<file path="src/rtl/lvl_irq_router.sv">
module lvl_irq_router #(
  parameter int NUM_LINES = 64,
  parameter int NUM_CPUS  = 2,
  parameter int ADDR_W    = 12
) (
  input  logic                 clk,
  input  logic                 rst_n,
  input  logic [NUM_LINES-1:0] irq_in,
  input  logic [ADDR_W-1:0]    reg_addr,
  input  logic                 reg_we,
  input  logic [31:0]          reg_wdata,
  output logic [31:0]          reg_rdata,
  output logic [NUM_CPUS-1:0]  irq_out
);
  localparam int WPT    = NUM_LINES / 32;
  localparam int WSEL   = $clog2(2 * WPT);
  localparam int BANK_W = ADDR_W - 2 - WSEL;
  localparam logic [BANK_W-1:0] LAST_BANK = BANK_W'(NUM_CPUS - 1);

  if (NUM_LINES != 32 && NUM_LINES != 64 && NUM_LINES != 128) begin : g_bad_lines
    $error("NUM_LINES must be 32, 64 or 128");
  end

  logic [NUM_LINES-1:0] sync1, sync2;
  logic [NUM_CPUS-1:0][NUM_LINES-1:0] en_q;
  logic [NUM_CPUS-1:0][NUM_LINES-1:0] stat;

  wire [WSEL-1:0]   slot      = reg_addr[2 +: WSEL];
  wire [BANK_W-1:0] bank      = reg_addr[ADDR_W-1 -: BANK_W];
  wire              bank_ok   = bank <= LAST_BANK;
  wire              is_status = slot >= WSEL'(WPT);
  wire [WSEL-1:0]   widx      = is_status ? slot - WSEL'(WPT) : slot;

  always_ff @(posedge clk or negedge rst_n) begin
    if (!rst_n) begin
      sync1 <= '0;
      sync2 <= '0;
    end else begin
      sync1 <= irq_in;
      sync2 <= sync1;
    end
  end

  always_ff @(posedge clk or negedge rst_n) begin
    if (!rst_n) begin
      en_q <= '0;
    end else if (reg_we && bank_ok && !is_status) begin
      for (int c = 0; c < NUM_CPUS; c++)
        if (bank == BANK_W'(c))
          en_q[c][{widx, 5'b0} +: 32] <= reg_wdata;
    end
  end

  always_comb begin
    for (int c = 0; c < NUM_CPUS; c++)
      stat[c] = sync2 & en_q[c];
  end

  always_ff @(posedge clk or negedge rst_n) begin
    if (!rst_n) begin
      irq_out <= '0;
    end else begin
      for (int c = 0; c < NUM_CPUS; c++)
        irq_out[c] <= |stat[c];
    end
  end

  always_comb begin
    reg_rdata = '0;
    for (int c = 0; c < NUM_CPUS; c++)
      if (bank_ok && bank == BANK_W'(c))
        reg_rdata = is_status ? stat[c][{widx, 5'b0} +: 32]
                              : en_q[c][{widx, 5'b0} +: 32];
  end
endmodule

</file>
<file path="config.mk">
export PLATFORM = sky130hd
export DESIGN_NAME = lvl_irq_router
export DESIGN_NICKNAME = d
export VERILOG_FILES = /design/src/rtl/lvl_irq_router.sv
export SDC_FILE = /design/constraint.sdc
export NUM_CORES = 1
export LEC_CHECK = 0
export BUFFER_PORTS_ARGS = -buffer_cell sky130_fd_sc_hd__buf_2
export CELL_PAD_IN_SITES_DETAIL_PLACEMENT = 0
export CELL_PAD_IN_SITES_GLOBAL_PLACEMENT = 2
export CORE_MARGIN = 2
export CORE_UTILIZATION = 43
export DETAILED_ROUTE_END_ITERATION = 8
export PLACE_DENSITY = 0.82
export SYNTH_ARGS = -nofsm -noshare
export SYNTH_HDL_FRONTEND = slang
export SYNTH_SLANG_ARGS = --single-unit
</file>
<file path="constraint.sdc">
create_clock -name clk -period 3.43 [get_ports clk]
set_clock_uncertainty 0.15 [all_clocks]
set_input_delay 0.343 -clock clk [delete_from_list [all_inputs] [get_ports clk]]
set_output_delay 0.343 -clock clk [all_outputs]
set_load 0.02 [all_outputs]
</file>
==> results of run 1 <==
-- through the flow --
stage | instances | area, um^2 | utilization | power [W]
after floorplan | 783 | 10800 | - | 0.00335
after global placement | 1232 | 12000 | 0.481 | 0.00359
after detailed placement | 1232 | 12000 | 0.481 | 0.00359
after CTS | 1348 | 13600 | 0.546 | 0.00676
after global routing | 1348 | 13600 | 0.546 | 0.00692
final | 1349 | 13600 | 0.546 | 0.00669
-- cells in the final DEF, fill, tap and decap left out, types with 12 or more instances in the layout --
master / instances
o211ai_1: 32
o31a_1: 32
and2_1: 32
buf_2: 140
dlygate4sd3_1: 65
nor2_1: 64
mux2_1: 92
a221oi_1: 32
clkbuf_16: 29
and3_1: 12
buf_4: 21
mux2_4: 60
dfrtp_1: 258
nor2b_1: 20
o22ai_1: 32
a22o_1: 32
-- worst register-to-register path: cells and delay by family, from the launching register on --
family / cells / cell delay [ps]
simple gates: 2 / 880
compound gates: 2 / 610
flops: 1 / 450
-- state kept, by name, indices dropped and copies added (netlist names) --
| register | cells |
|---|---|
| sync2 | 64 |
| irq_out | 2 |
| sync1 | 64 |
| en_q | 128 |
-- path summary, 6_finish.rpt --
check / startpoint / end / slack, ps / depth (start not counted)
setup / recovery: reg_addr[4] / reg_rdata[31] / 820 / 7
hold / removal: reg_wdata[5] / en_q[101] / 20 / 3
setup reg to reg: sync2[54] / irq_out[0] / 1170 / 4
hold reg to reg: sync1[23] / sync2[23] / 190 / 0
max in group asynchronous: rst_n / sync2[16] / 1960 / 3
min in group asynchronous: rst_n / sync2[28] / 300 / 2
-- layer usage --
layer | track usage | vias up | routed length, um
li1 | - | 3330 | -
met1 | 0.343 | 3785 | 14200
met2 | 0.367 | 224 | 14000
met3 | 0.0349 | 42 | 1720
met4 | 0.0587 | 0 | 757
met5 | 0 | - | 0
-- power by group through the flow --
stage / clock (W) / sequential (W) / combinational (W)
floorplan: 0 / 0.00322 / 0.000135
finish: 0.00310 / 0.00320 / 0.000394
global route: 0.00328 / 0.00320 / 0.000434
detailed placement: 0 / 0.00325 / 0.000341
global placement: 0 / 0.00325 / 0.000339
CTS: 0.00316 / 0.00320 / 0.000399
-- kinds of logic after synthesis --
group | share of synthesized area
other | 0.000346
AOI/OAI and AO/OA | 0.118
buffers and inverters | 0.0231
muxes | 0.187
adders and majority gates | 0.00346
DFF | 0.596
and+or+nand+nor | 0.0724
-- final cells by class --
cell class / instances / area [um^2] / share of cell area
flip-flops and latches: 258 / 6460 / 0.474
clock buffers: 36 / 782 / 0.0574
well taps: 330 / 413 / 0.0303
repair buffers: 232 / 1620 / 0.119
diodes: 1 / 2.50 / 0.000184
clock inverters: 15 / 180 / 0.0132
multi-input cells: 474 / 4160 / 0.305
inverters: 3 / 11.3 / 0.000826
==> impl_results.md, run 1 <==
* Tcrit/Tclk final at 0.760
* Placement Setup Slack at 652 ps
* CP peak stage delay at about 460 ps
* Ys Warns at 0
* Vias in the first global route at approximately 7500
* Top post-synthesis cells by area: dfrtp_1 60%, mux2_1 9.6%, mux2_4 8.3%
* Most used cell, CP: buf_2
* Core Area at approximately 0.025 mm^2
* Total gr overflow at 0
* Unrepaired setup endpoints after global routing: false
* Setup Buffers After CTS at 0
* Die area at 0.0265 mm^2
* FMAX at between 300 and 400 MHz
* Post_cts resized at 0
* Mapped Area at roughly 0.011 mm^2
* WS Path Type: input pin to primary output
* Share of layout cells above drive strength 1 at 0.285
* CP max stage cell: buf_2
* WP data required at ~2900 ps
* Hold crit path type: input pin to flip-flop
* Post-synth cell types at 28
* Die W at approximately 160 um
* Global-route wire length before repair at between 40000 and 50000 um
* CTS tree: yes
* Switch share at 0.231
* Starting Density at 0.434
* # fillers at between 2000 and 2500
* Final HPWL DP at 21100 um
* Number of synthesized flops with an enable pin at 0
* Area growth syn-to-layout at 25.7%
* Synth Flop Type: dfrtp_1
* Clock network power share at 0.463
* Cell count after synthesis at around 780
* Worst hold margin at 17.3 ps
* Sequential power share at 0.478
* Clk_lat worst skew at between 500 and 600 ps
* Num CTS Buffers at 29
* Top cell type's share of synthesized area at 0.596
* Critical path, cell by cell: buf_2 > buf_4 > mux2_2 > o211ai_1 > o31a_1 > nor2_1 > buf_2
* Post-route ant nets at 0
* Starting DRC count in detailed routing at 482
* Peak supply drop at ~340 uV
* Post-synthesis async set-or-reset flop share at 1.00
* Fin nets at between 1000 and 1500
* Combinational share of power at 0.059
* Top cells by count, synth: 258 x dfrtp_1, 92 x mux2_1, 64 x nor2_1
* Num ports at ~150
* Crit Path Max Fanout at 22
* Register bit count reported by yosys at 258
* Register area share after synthesis at 0.596
* Number of H-tree levels at 1
* Setup violations, final at 0
* Max-slew violations at 0
* Cell Int Power at roughly 0.0051 W
* Port buffer count at between 100 and 150
* Worst Max-Slew Pin Slew at between 700 and 800 ps
* DR vias/cell at ~5.5
* Drt wl/cell at ~23 um
* Rows at between 50 and 60
* Worst slew margin at 0.469
* Hold buffer count at cts at 65
* Root Driver: clkbuf_16
* Min cycle time layout at roughly 2600 ps
* Routed vias at approximately 7400
* Outcome: completed
* Hold Vio Cnt, Final at 0
* Mapped Avg Cell Area at between 10 and 15 um^2
* Largest net degree at the start of global routing at 107
* Max-cap violation count at 0
* Pleak at 6.67 nW
* Clk slew on worst S/H paths at approximately 60 ps
* Clk sinks at 258
* Psw at roughly 0.0015 W
* Worst setup margin at slightly above 800 ps
* Crit path max-delay family: buffers and inverters
* Synth area leader: dfrtp_1
* Clock tree buffer depth at 3
* First-pass detailed-route iteration total at 5
* Overall routing resource usage at 0.234
* Placer Congestion at 0.866
* Critical Path AT at 2110 ps
* Pwr dens at 491 mW/mm^2
* Most common cell in the netlist: dfrtp_1
* Initial antenna violation count at 0
* Crit path launch type: input pin
* Worst path bufs/invs at 3
* Die height at roughly 160 um
* Routed WL at between 30000 and 40000 um
* CP Capture Type: primary output
* Detailed-route DRC error count at 0
* Setup TNS at 0 ps
Power figures use the tool's default switching activity.
==> run 2, diff against run 1 <==
Settings changed: CORE_UTILIZATION 43 to 40, PLACE_DENSITY 0.82 to 0.77.
Clock period 3.43 ns to 2.6 ns, I/O delays scaled along.
==> run 2 against run 1 <==
  * Highest routed layer unchanged
  * Final cell count rose by 3.5%
  * Wire length rose by 6.4%
  * Final area rose by 4.1%
  * Largest power group is now clock
  * Critical endpoint is now reg_rdata[6]
  * Critical path depth fell by 2
  * Sequential cell count did not move
  * Hold slack improved by 89 ps
  * Sequential power rose by 32%
  * Combinational power rose by 46%
==> impl_results.md, run 2 (synthesis results as in run 1) <==
* Hold crit path type: input pin to asynchronous set/reset pin
* Clk_lat worst skew at 570 ps (+20 ps)
* Post_cts resized at 0 (unchanged)
* Critical Path AT at 1940 ps (-170 ps)
* Pwr dens at 668 mW/mm^2 (+36%)
* Clock tree buffer depth at 3 (unchanged)
* Most flop-heavy register: en_q
* Crit path launch type: flip-flop
* Die area at 0.0284 mm^2 (+7.3%)
* Tcrit/Tclk final at 0.903
* Core Area at 0.0268 mm^2 (+7.4%)
* Number of H-tree levels at 1 (unchanged)
* Clk slew on worst S/H paths at 60 ps (about the same)
* CP max stage cell: dfrtp_1
* Inserted Diodes at 0 (-1)
* Overall routing resource usage at 0.232 (-0.00165)
* Setup TNS at 0 ps (unchanged)
* Unrepaired setup endpoints after global routing: false
* Starting Density at 0.404 (-0.0298)
* Setup Buffers After CTS at 0 (unchanged)
* Biggest regs: en_q: 128 flops, sync1: 64 flops, sync2: 64 flops
* Worst Max-Slew Pin Slew at 602 ps (-194 ps)
* Crit Path Max Fanout at 3 (-86%)
* Root Driver: clkbuf_16
* Worst slew margin at 0.599 (+0.130)
* Hold Vio Cnt, Final at 0 (unchanged)
* Max FFs per register at 128 (unchanged)
* DR vias/cell at 5.48 (+0.18%)
* Drt wl/cell at 23.3 um (+2.9%)
* Outcome: completed
* Placer Congestion at 0.845 (-2.3%)
* CP Capture Type: primary output
* CP peak stage delay at 450 ps (about the same)
* Starting DRC count in detailed routing at 457 (-5.2%)
* Hold buffer count at cts at 97 (+49%)
* Detailed-route DRC error count at 0 (unchanged)
* Reg-to-reg startpoint: sync2[52]
* Port buffer count at 142 (unchanged)
* Worst setup margin at 253 ps (-570 ps)
* Die W at 169 um (+3.6%)
* Vias in the first global route at 7908 (+5.4%)
* Rows at 60 (+3.4%)
* WP data required at 2190 ps (-750 ps)
* Most common cell after layout, fill and taps aside: dfrtp_1
* First-pass detailed-route iteration total at 6 (+1)
* Max-slew violations at 0 (unchanged)
* Critical path, cell by cell: mux2_1 > o211ai_1 > o31a_1 > nor2_1 > buf_2
* Routed vias at 7652 (+3.7%)
* WS Path Type: flip-flop to primary output
* Min cycle time layout at between 2000 and 2500 ps
* Commonest cells after routing, fill and taps aside: 258 x dfrtp_1, 140 x buf_2, 97 x dlygate4sd3_1
* Crit path max-delay family: flip-flops
* Worst path bufs/invs at 1 (-2)
* Area growth syn-to-layout at 30.9%
* Die height at 169 um (+3.6%)
* Max-cap violation count at 0 (unchanged)
* Post-route ant nets at 0 (unchanged)
* Total gr overflow at 0 (unchanged)
* Critical path origin: en_q[38]
* Setup violations, final at 0 (unchanged)
* Peak supply drop at 496 uV (+45%)
* Worst hold margin at 107 ps (+89.2 ps)
* Num CTS Buffers at 30 (+3.4%)
* FMAX at approximately 430 MHz
* Pleak at 6.89 nW (+3.4%)
* Initial antenna violation count at 2 (+2)
* Fin nets at 1145 (+3.0%)
* Clk sinks at 258 (unchanged)
* Routed WL at 32600 um (+6.4%)
* Largest net degree at the start of global routing at 118 (+10%)
* Num ports at 145 (unchanged)
* Placement Setup Slack at 302 ps (-351 ps)
* Share of layout cells above drive strength 1 at 0.281 (-0.00430)
* Final HPWL DP at 21600 um (+2.7%)
* Global-route wire length before repair at 49500 um (+6.7%)
* CTS tree: yes
[run 2: cell types whose count changed in the layout (fill, tap and decap cells not counted), moves of 2 or more]
| cell | previous run | this run |
|---|---|---|
| clkinvlp_4 | 3 | 5 |
| bufinv_16 | 3 | 7 |
| buf_4 | 21 | 16 |
| clkinv_2 | 6 | 4 |
| clkbuf_8 | 3 | 5 |
| buf_12 | 5 | 10 |
| dlygate4sd3_1 | 65 | 97 |
[run 2: worst paths after layout]
kind / end / slack [ps] / cells past startpoint
min: sync1[22] / 110 / 2
max reg2reg: irq_out[0] / 320 / 4
min reg2reg: sync2[0] / 200 / 0
max: reg_rdata[6] / 250 / 5
max in group asynchronous: sync1[11] / 1490 / 3
min in group clk: sync1[4] / 180 / 2
[run 2: power breakdown]
| part | internal, W | total (W) | switching, W | leakage, nW |
|---|---|---|---|---|
| clock | 0.00296 | 0.00467 | 0.00172 | 0.536 |
| combinational | 0.000268 | 0.000576 | 0.000308 | 3.05 |
| sequential | 0.00413 | 0.00422 | 0.0000967 | 3.31 |
| total | 0.00735 | 0.00947 | 0.00212 | 6.89 |
[run 2: final cells by class]
| cell class | instances | area (um^2) |
|---|---|---|
| well taps | 341 | 427 |
| fillers | 2278 | 12600 |
| inverters | 3 | 11.3 |
| clock inverters | 18 | 293 |
| clock buffers | 38 | 831 |
| flip-flops and latches | 258 | 6460 |
| repair buffers | 264 | 2010 |
| multi-input cells | 474 | 4160 |
[run 2: per-layer routing]
metal | wire length, um | global-route usage
met5 | 0 | 0
met4 | 717 | 0.0525
met3 | 1970 | 0.0449
met2 | 14800 | 0.366
met1 | 15000 | 0.335
[run 2: through the flow]
step	utilization	power (W)	cell area (um^2)	std cells
floorplan	-	0.00443	10800	783
global placement	0.451	0.00476	12100	1243
finish	0.529	0.00947	14200	1396
detailed placement	0.451	0.00476	12100	1243
CTS	0.529	0.00955	14200	1396
global route	0.529	0.00981	14200	1396
